===== src/rtl/spt_pkg.sv =====
package spt_pkg;

  typedef struct packed {
    logic load;     // capture a training event, update the table
    logic step;     // advance to the next prefetch address
    logic spanAdd;  // run cut by a page stop, add remaining count
  } sptStrobes_t;

  typedef enum logic [0:0] {
    ST_IDLE = 1'b0,
    ST_EMIT = 1'b1
  } sptState_t;

endpackage


===== src/rtl/spt_victim.sv =====
module spt_victim #(
  parameter int ENTRIES = 4,
  parameter int CONF_W  = 2,
  parameter int IDX_W   = 2
) (
  input  logic [ENTRIES-1:0]        entValid,
  input  logic [ENTRIES*CONF_W-1:0] entConf,
  output logic [IDX_W-1:0]          victIdx
);

  logic              foundFree;
  logic [CONF_W-1:0] bestConf;

  always_comb begin
    foundFree = 1'b0;
    victIdx   = '0;
    bestConf  = entConf[CONF_W-1:0];
    for (int i = 0; i < ENTRIES; i++) begin
      if (!entValid[i] && !foundFree) begin
        foundFree = 1'b1;
        victIdx   = IDX_W'(i);
      end
    end
    if (!foundFree) begin
      for (int i = 1; i < ENTRIES; i++) begin
        if (entConf[i*CONF_W +: CONF_W] < bestConf) begin
          bestConf = entConf[i*CONF_W +: CONF_W];
          victIdx  = IDX_W'(i);
        end
      end
    end
  end

endmodule


===== src/rtl/spt_datapath.sv =====
module spt_datapath
  import spt_pkg::*;
#(
  parameter int ADDR_W  = 32,
  parameter int PC_W    = 32,
  parameter int ID_W    = 1,
  parameter int ENTRIES = 4,
  parameter int CONF_W  = 2,
  parameter int DEG_W   = 3,
  parameter int BLK_LG  = 6,
  parameter int PAGE_LG = 12,
  parameter int CNT_W   = 16
) (
  input  logic              clk,
  input  logic              rst_n,
  input  sptStrobes_t       strb,
  input  logic [DEG_W-1:0]  remain,
  input  logic [ADDR_W-1:0] trainAddr,
  input  logic [PC_W-1:0]   trainPc,
  input  logic [ID_W-1:0]   trainId,
  input  logic              cfgPerRequester,
  input  logic              cfgPageStop,
  input  logic [CONF_W-1:0] cfgThreshold,
  output logic              emitOk,
  output logic              crossPage,
  output logic [ADDR_W-1:0] pfAddr,
  output logic [CNT_W-1:0]  spanCount
);

  localparam int BANKS = 1 << ID_W;
  localparam int IDX_W = (ENTRIES > 1) ? $clog2(ENTRIES) : 1;
  localparam logic [ADDR_W-1:0] BLK_MASK = ~((ADDR_W'(1) << BLK_LG) - ADDR_W'(1));
  localparam logic [CONF_W-1:0] CONF_MAX = '1;

  logic [ENTRIES-1:0] tabValid  [BANKS];
  logic [PC_W-1:0]    tabPc     [BANKS][ENTRIES];
  logic [ADDR_W-1:0]  tabLast   [BANKS][ENTRIES];
  logic [ADDR_W-1:0]  tabStride [BANKS][ENTRIES];
  logic [CONF_W-1:0]  tabConf   [BANKS][ENTRIES];

  logic [ID_W-1:0]           bankSel;
  logic [ADDR_W-1:0]         blkAddr;
  logic                      hit;
  logic [IDX_W-1:0]          hitIdx;
  logic [IDX_W-1:0]          victIdx;
  logic [ENTRIES*CONF_W-1:0] bankConf;
  logic [ADDR_W-1:0]         newStride;
  logic                      sameStride;
  logic [CONF_W-1:0]         curConf;
  logic [CONF_W-1:0]         nextConf;

  logic [ADDR_W-1:0] baseAddr;
  logic [ADDR_W-1:0] strideReg;
  logic [ADDR_W-1:0] curAddr;

  assign bankSel = cfgPerRequester ? trainId : '0;
  assign blkAddr = trainAddr & BLK_MASK;

  always_comb begin
    hit    = 1'b0;
    hitIdx = '0;
    for (int i = ENTRIES - 1; i >= 0; i--) begin
      if (tabValid[bankSel][i] && tabPc[bankSel][i] == trainPc) begin
        hit    = 1'b1;
        hitIdx = IDX_W'(i);
      end
    end
  end

  for (genvar g = 0; g < ENTRIES; g++) begin : gConfFlat
    assign bankConf[g*CONF_W +: CONF_W] = tabConf[bankSel][g];
  end

  spt_victim #(
    .ENTRIES(ENTRIES),
    .CONF_W (CONF_W),
    .IDX_W  (IDX_W)
  ) u_victim (
    .entValid(tabValid[bankSel]),
    .entConf (bankConf),
    .victIdx (victIdx)
  );

  assign newStride  = blkAddr - tabLast[bankSel][hitIdx];
  assign sameStride = (newStride == tabStride[bankSel][hitIdx]);
  assign curConf    = tabConf[bankSel][hitIdx];

  always_comb begin
    if (sameStride) nextConf = (curConf == CONF_MAX) ? curConf : curConf + CONF_W'(1);
    else            nextConf = (curConf == '0)       ? curConf : curConf - CONF_W'(1);
  end

  assign emitOk    = hit && (nextConf >= cfgThreshold);
  assign crossPage = cfgPageStop &&
                     (curAddr[ADDR_W-1:PAGE_LG] != baseAddr[ADDR_W-1:PAGE_LG]);
  assign pfAddr    = curAddr;

  always_ff @(posedge clk) begin
    if (!rst_n) begin
      for (int b = 0; b < BANKS; b++) begin
        tabValid[b] <= '0;
        for (int i = 0; i < ENTRIES; i++) begin
          tabPc[b][i]     <= '0;
          tabLast[b][i]   <= '0;
          tabStride[b][i] <= '0;
          tabConf[b][i]   <= '0;
        end
      end
      baseAddr  <= '0;
      strideReg <= '0;
      curAddr   <= '0;
      spanCount <= '0;
    end else begin
      if (strb.load) begin
        if (hit) begin
          tabLast[bankSel][hitIdx]   <= blkAddr;
          tabStride[bankSel][hitIdx] <= newStride;
          tabConf[bankSel][hitIdx]   <= nextConf;
          strideReg                  <= newStride;
          curAddr                    <= blkAddr + newStride;
        end else begin
          tabValid[bankSel][victIdx]  <= 1'b1;
          tabPc[bankSel][victIdx]     <= trainPc;
          tabLast[bankSel][victIdx]   <= blkAddr;
          tabStride[bankSel][victIdx] <= '0;
          tabConf[bankSel][victIdx]   <= '0;
          strideReg                   <= '0;
          curAddr                     <= blkAddr;
        end
        baseAddr <= blkAddr;
      end else if (strb.step) begin
        curAddr <= curAddr + strideReg;
      end
      if (strb.spanAdd) spanCount <= spanCount + CNT_W'(remain);
    end
  end

endmodule


===== src/rtl/spt_control.sv =====
module spt_control
  import spt_pkg::*;
#(
  parameter int DEG_W = 3
) (
  input  logic             clk,
  input  logic             rst_n,
  input  logic             trainValid,
  output logic             trainReady,
  input  logic [DEG_W-1:0] cfgDegree,
  input  logic             emitOk,
  input  logic             crossPage,
  output logic             pfValid,
  input  logic             pfReady,
  output sptStrobes_t      strb,
  output logic [DEG_W-1:0] remain
);

  sptState_t        state;
  logic [DEG_W-1:0] dCnt;
  logic [DEG_W-1:0] degHeld;

  assign trainReady   = (state == ST_IDLE);
  assign pfValid      = (state == ST_EMIT) && !crossPage;
  assign strb.load    = (state == ST_IDLE) && trainValid;
  assign strb.step    = pfValid && pfReady;
  assign strb.spanAdd = (state == ST_EMIT) && crossPage;
  assign remain       = degHeld - dCnt + DEG_W'(1);

  always_ff @(posedge clk) begin
    if (!rst_n) begin
      state   <= ST_IDLE;
      dCnt    <= '0;
      degHeld <= '0;
    end else begin
      case (state)
        ST_IDLE: begin
          if (strb.load) begin
            degHeld <= cfgDegree;
            dCnt    <= DEG_W'(1);
            if (emitOk && cfgDegree != '0) state <= ST_EMIT;
          end
        end
        ST_EMIT: begin
          if (crossPage) begin
            state <= ST_IDLE;
          end else if (pfReady) begin
            if (dCnt == degHeld) state <= ST_IDLE;
            else                 dCnt  <= dCnt + DEG_W'(1);
          end
        end
        default: state <= ST_IDLE;
      endcase
    end
  end

endmodule


===== src/rtl/stride_prefetch_table.sv =====
module stride_prefetch_table
  import spt_pkg::*;
#(
  parameter int ADDR_W  = 32,
  parameter int PC_W    = 32,
  parameter int ID_W    = 1,
  parameter int ENTRIES = 4,
  parameter int CONF_W  = 2,
  parameter int DEG_W   = 3,
  parameter int BLK_LG  = 6,
  parameter int PAGE_LG = 12,
  parameter int CNT_W   = 16
) (
  input  logic              clk,
  input  logic              rst_n,
  input  logic              trainValid,
  output logic              trainReady,
  input  logic [ADDR_W-1:0] trainAddr,
  input  logic [PC_W-1:0]   trainPc,
  input  logic [ID_W-1:0]   trainId,
  input  logic              cfgPerRequester,
  input  logic              cfgPageStop,
  input  logic [DEG_W-1:0]  cfgDegree,
  input  logic [CONF_W-1:0] cfgThreshold,
  output logic              pfValid,
  input  logic              pfReady,
  output logic [ADDR_W-1:0] pfAddr,
  output logic [CNT_W-1:0]  spanCount
);

  sptStrobes_t      strb;
  logic [DEG_W-1:0] remain;
  logic             emitOk;
  logic             crossPage;

  spt_control #(.DEG_W(DEG_W)) u_ctrl (
    .clk       (clk),
    .rst_n     (rst_n),
    .trainValid(trainValid),
    .trainReady(trainReady),
    .cfgDegree (cfgDegree),
    .emitOk    (emitOk),
    .crossPage (crossPage),
    .pfValid   (pfValid),
    .pfReady   (pfReady),
    .strb      (strb),
    .remain    (remain)
  );

  spt_datapath #(
    .ADDR_W (ADDR_W),
    .PC_W   (PC_W),
    .ID_W   (ID_W),
    .ENTRIES(ENTRIES),
    .CONF_W (CONF_W),
    .DEG_W  (DEG_W),
    .BLK_LG (BLK_LG),
    .PAGE_LG(PAGE_LG),
    .CNT_W  (CNT_W)
  ) u_dp (
    .clk            (clk),
    .rst_n          (rst_n),
    .strb           (strb),
    .remain         (remain),
    .trainAddr      (trainAddr),
    .trainPc        (trainPc),
    .trainId        (trainId),
    .cfgPerRequester(cfgPerRequester),
    .cfgPageStop    (cfgPageStop),
    .cfgThreshold   (cfgThreshold),
    .emitOk         (emitOk),
    .crossPage      (crossPage),
    .pfAddr         (pfAddr),
    .spanCount      (spanCount)
  );

endmodule


===== config.mk =====
export PLATFORM = sky130hd
export DESIGN_NAME = stride_prefetch_table
export DESIGN_NICKNAME = d
export VERILOG_FILES = /design/src/rtl/spt_pkg.sv /design/src/rtl/spt_victim.sv /design/src/rtl/spt_datapath.sv /design/src/rtl/spt_control.sv /design/src/rtl/stride_prefetch_table.sv
export SDC_FILE = /design/constraint.sdc
export NUM_CORES = 2
export LEC_CHECK = 0
export BUFFER_PORTS_ARGS = -buffer_cell sky130_fd_sc_hd__clkbuf_2
export CAP_MARGIN = 20
export CELL_PAD_IN_SITES_DETAIL_PLACEMENT = 0
export CELL_PAD_IN_SITES_GLOBAL_PLACEMENT = 1
export CORE_ASPECT_RATIO = 1.2
export CORE_MARGIN = 2
export CORE_UTILIZATION = 54
export CTS_CLUSTER_DIAMETER = 200
export DETAILED_ROUTE_END_ITERATION = 10
export PLACE_DENSITY_LB_ADDON = 0.1
export REMOVE_ABC_BUFFERS = 1
export SETUP_SLACK_MARGIN = 0.05
export SLEW_MARGIN = 20
export SYNTH_ARGS = -nofsm -noshare
export SYNTH_HDL_FRONTEND = slang
export SYNTH_HIERARCHICAL = 1
export SYNTH_SLANG_ARGS = --single-unit
export TNS_END_PERCENT = 20

===== constraint.sdc =====
create_clock -name clk -period 32.3 [get_ports clk]
set_input_delay 6.46 -clock clk [delete_from_list [all_inputs] [get_ports clk]]
set_output_delay 6.46 -clock clk [all_outputs]
set_load 0.02 [all_outputs]

==> flow_summary.toml <==
[run_status]
status = "finished, final reports clean"

[sta]
clock_skew_ns = 0.0224
max_freq_mhz = 56.7
finalMaxSlewViolations = 0
finalHoldViolations = 0
fin_crit_sh = 0.546
worst_pin_slew_ns = 1.11
finalCriticalPeriod_ns = 17.62
setup-tns-final_ns = 0
rsz0062_at_grt = "false"
max_slew_margin = 0.255
setup_violations = 0

[critical_path]
cpPeakStageDelay_ns = 0.96
rrSetupSlack_ns = 21.74
critPathCaptureType = "register"
crit_fanout = 46
required_ns = 32.81
cp.arrival_ns = 18.13
cp-start-kind = "primary input"
reg2reg_depth = 35
r2r_start = "u_dp/tabPc[1][125]$_SDFFCE_PN0P_"
critPathKind = "primary input to register"
r2r-end = "u_ctrl/state$_SDFF_PN0_"
slowest_stage = "nor4_1"
cpMostUsedCell = "buf_4"

[grt]
antenna_found_initial = 5
grt_pass1_wl_um = 196000
grt_util_all_layers = 0.337
overflow = 0
grt_max_degree = 76
grt_pass1_vias = 30800

[layout]
syn_to_final_growth_pct = 10.2
drive_gt1_frac = 0.0943
final_common_cell = "edfxtp_1"
layout.nets = 4250
final_cell_mix = "688 x edfxtp_1, 638 x nor2_1, 474 x nand2_1, 163 x inv_1, 146 x o21ai_0"

[cts]
clk_path_buf_depth = 3
cts-root-buf = "clkbuf_16"
clk_latency_ns = 0.65
htreeDepth = 3
cts_tree = "done"
cts_setup_buffers = 0
cts_hold_buf = 0
cts_buffers = 82
cts_resized = 0
cts.sinks = 791
clk_pin_slew_ns = 0.06

[power_and_ir_drop]
power_density_nw_per_um2 = 55.3
power.leakage_uw = 0.0179
p_comb_frac = 0.157
power.total_uw = 2510
p_seq_frac = 0.471
clock_power_share = 0.372
peakVddDrop_v = 0.0000572
switchingPower_uw = 687
intPower_uw = 1830
swShare = 0.273

[die]
rows = 111
die_y_um = 307
io-pin-count = 126
die_width_um = 256
initial_core_util = 0.542
coreArea_sq_um = 76100
dieArea_sq_um = 78700

[yosys]
netlist_instances = 4046
syn_area_sq_um = 41300
synth_area_leaders = "edfxtp_1 50%, nor2_1 5.9%, dfxtp_1 5.0%"
ys_async_sr_fraction = 0
yosys.area.top_type = "edfxtp_1"
synth_top_area_frac = 0.500
ys_ff_latch = 791
synth_edf_count = 688
avgSynthCellArea_sq_um = 10.2
synthFlopType = "edfxtp_1"
netlist-cell-type-count = 103
ys_seq_area_frac = 0.550
ys.warnings.count = 6

[hold_path]
hp-start = "u_dp/tabValid[0][0]$_DFF_P_"
hp-class = "register to register"
holdPathStages = 2
holdPathEnd = "u_dp/tabValid[0][0]$_DFF_P_"

[detailed_routing]
drt_iter0_drc = 2851
post-route-drc-count = 0
antenna_left = 0
wl_per_cell_um = 25.7
vias = 31400
avgViaCountPerCell = 6.08
firstDrtPassIters = 6
wl_um = 133000

[placement]
port_buffers = 113
gp_congestion = 1.02
hpwl_um = 86800

[run]
cap_violations = 0
-- sequential cells by signal, summed over array words and instances (netlist names) --
register	count
u_ctrl/dCnt	3
u_ctrl/degHeld	3
u_ctrl/state	1
u_dp/baseAddr	20
u_dp/pfAddr	26
u_dp/spanCount	16
u_dp/strideReg	26
u_dp/tabConf	16
u_dp/tabLast	208
u_dp/tabPc	256
u_dp/tabStride	208
u_dp/tabValid	8
-- cell families after synthesis --
logic type	count (synthesis)	share of synthesized area
AOI/OAI and AO/OA	656	0.108
xor gates and xnor gates	207	0.0439
adders and majority gates	96	0.0298
buffers and inverters	411	0.0408
DFF	791	0.550
muxes	116	0.0282
other	1	0.0000908
and+or+nand+nor	1768	0.199
-- metal layers --
metal / wire length [um] / track usage / vias to the layer above
li1: - / - / 14500
met1: 49600 / 0.398 / 15300
met2: 66100 / 0.586 / 1307
met3: 9030 / 0.0465 / 344
met4: 8360 / 0.201 / 0
met5: 0 / 0 / -
-- final cells by class --
type	count	area (sq um)
fill	6632	30600
sequential	791	22700
multi-input combinational	2849	17100
clock buffer	111	2280
tap	1017	1270
timing repair buffer	191	1150
inverter	165	621
clock inverter	38	309
antenna	4	10.0
-- cells in the mapped netlist, types with 26 or more instances --
master / n
mux2i_1: 112
or3_1: 26
inv_1: 164
a21o_1: 31
a21oi_1: 137
nand3_1: 130
nand2_1: 478
xor2_1: 80
nand4_1: 37
nor2_1: 646
nand2b_1: 63
dfxtp_1: 103
nor3_1: 64
xnor2_1: 127
clkbuf_1: 178
ha_1: 90
o21ai_0: 155
nor4_1: 30
and2_1: 90
a211oi_1: 31
and3_1: 40
nor2b_1: 84
edfxtp_1: 688
-- power by group through the flow --
stage,clock [uW],sequential (uW),combinational [uW]
final,934,1180,396
after floorplan,0,1200,247
after global routing,986,1190,427
after global placement,0,1200,386
after CTS,946,1180,391
after detailed placement,0,1210,389
-- worst max-delay path, delay by kind of cell --
kind                       cells  cell delay, ns
and+or+nand+nor               12            4.94
buffers and inverters          8            2.67
AOI/OAI and AO/OA             13            2.48
adders and majority gates      4            1.31
xor gates and xnor gates       1            0.14
-- stage by stage --
step                      instance area (sq um)  worst slack, ns  instances  hold WS (ns)  utilization
final                                     45500            14.68       5166         0.441        0.598
after floorplan                           40200            11.60       3805         0.413            -
after detailed placement                  42900            14.43       5013         0.431        0.563
after global routing                      45500            14.40       5164         0.467        0.598
after global placement                    42900            14.48       5013         0.426        0.563
after CTS                                 45500            15.06       5162         0.441        0.597
-- how the worst max path moves through the flow --
| stage | startpoint | endpoint | cells past startpoint |
|---|---|---|---|
| final | cfgPerRequester | u_ctrl/state$_SDFF_PN0_ | 38 |
| after global routing | cfgPerRequester | u_ctrl/state$_SDFF_PN0_ | 38 |
| after CTS | cfgPerRequester | u_ctrl/state$_SDFF_PN0_ | 39 |
| after detailed placement | cfgPerRequester | u_ctrl/state$_SDFF_PN0_ | 39 |
| after global placement | cfgPerRequester | u_ctrl/state$_SDFF_PN0_ | 39 |
| after floorplan | trainId | u_ctrl/state$_SDFF_PN0_ | 32 |
Note: power is estimated with default switching activity, not from simulation.
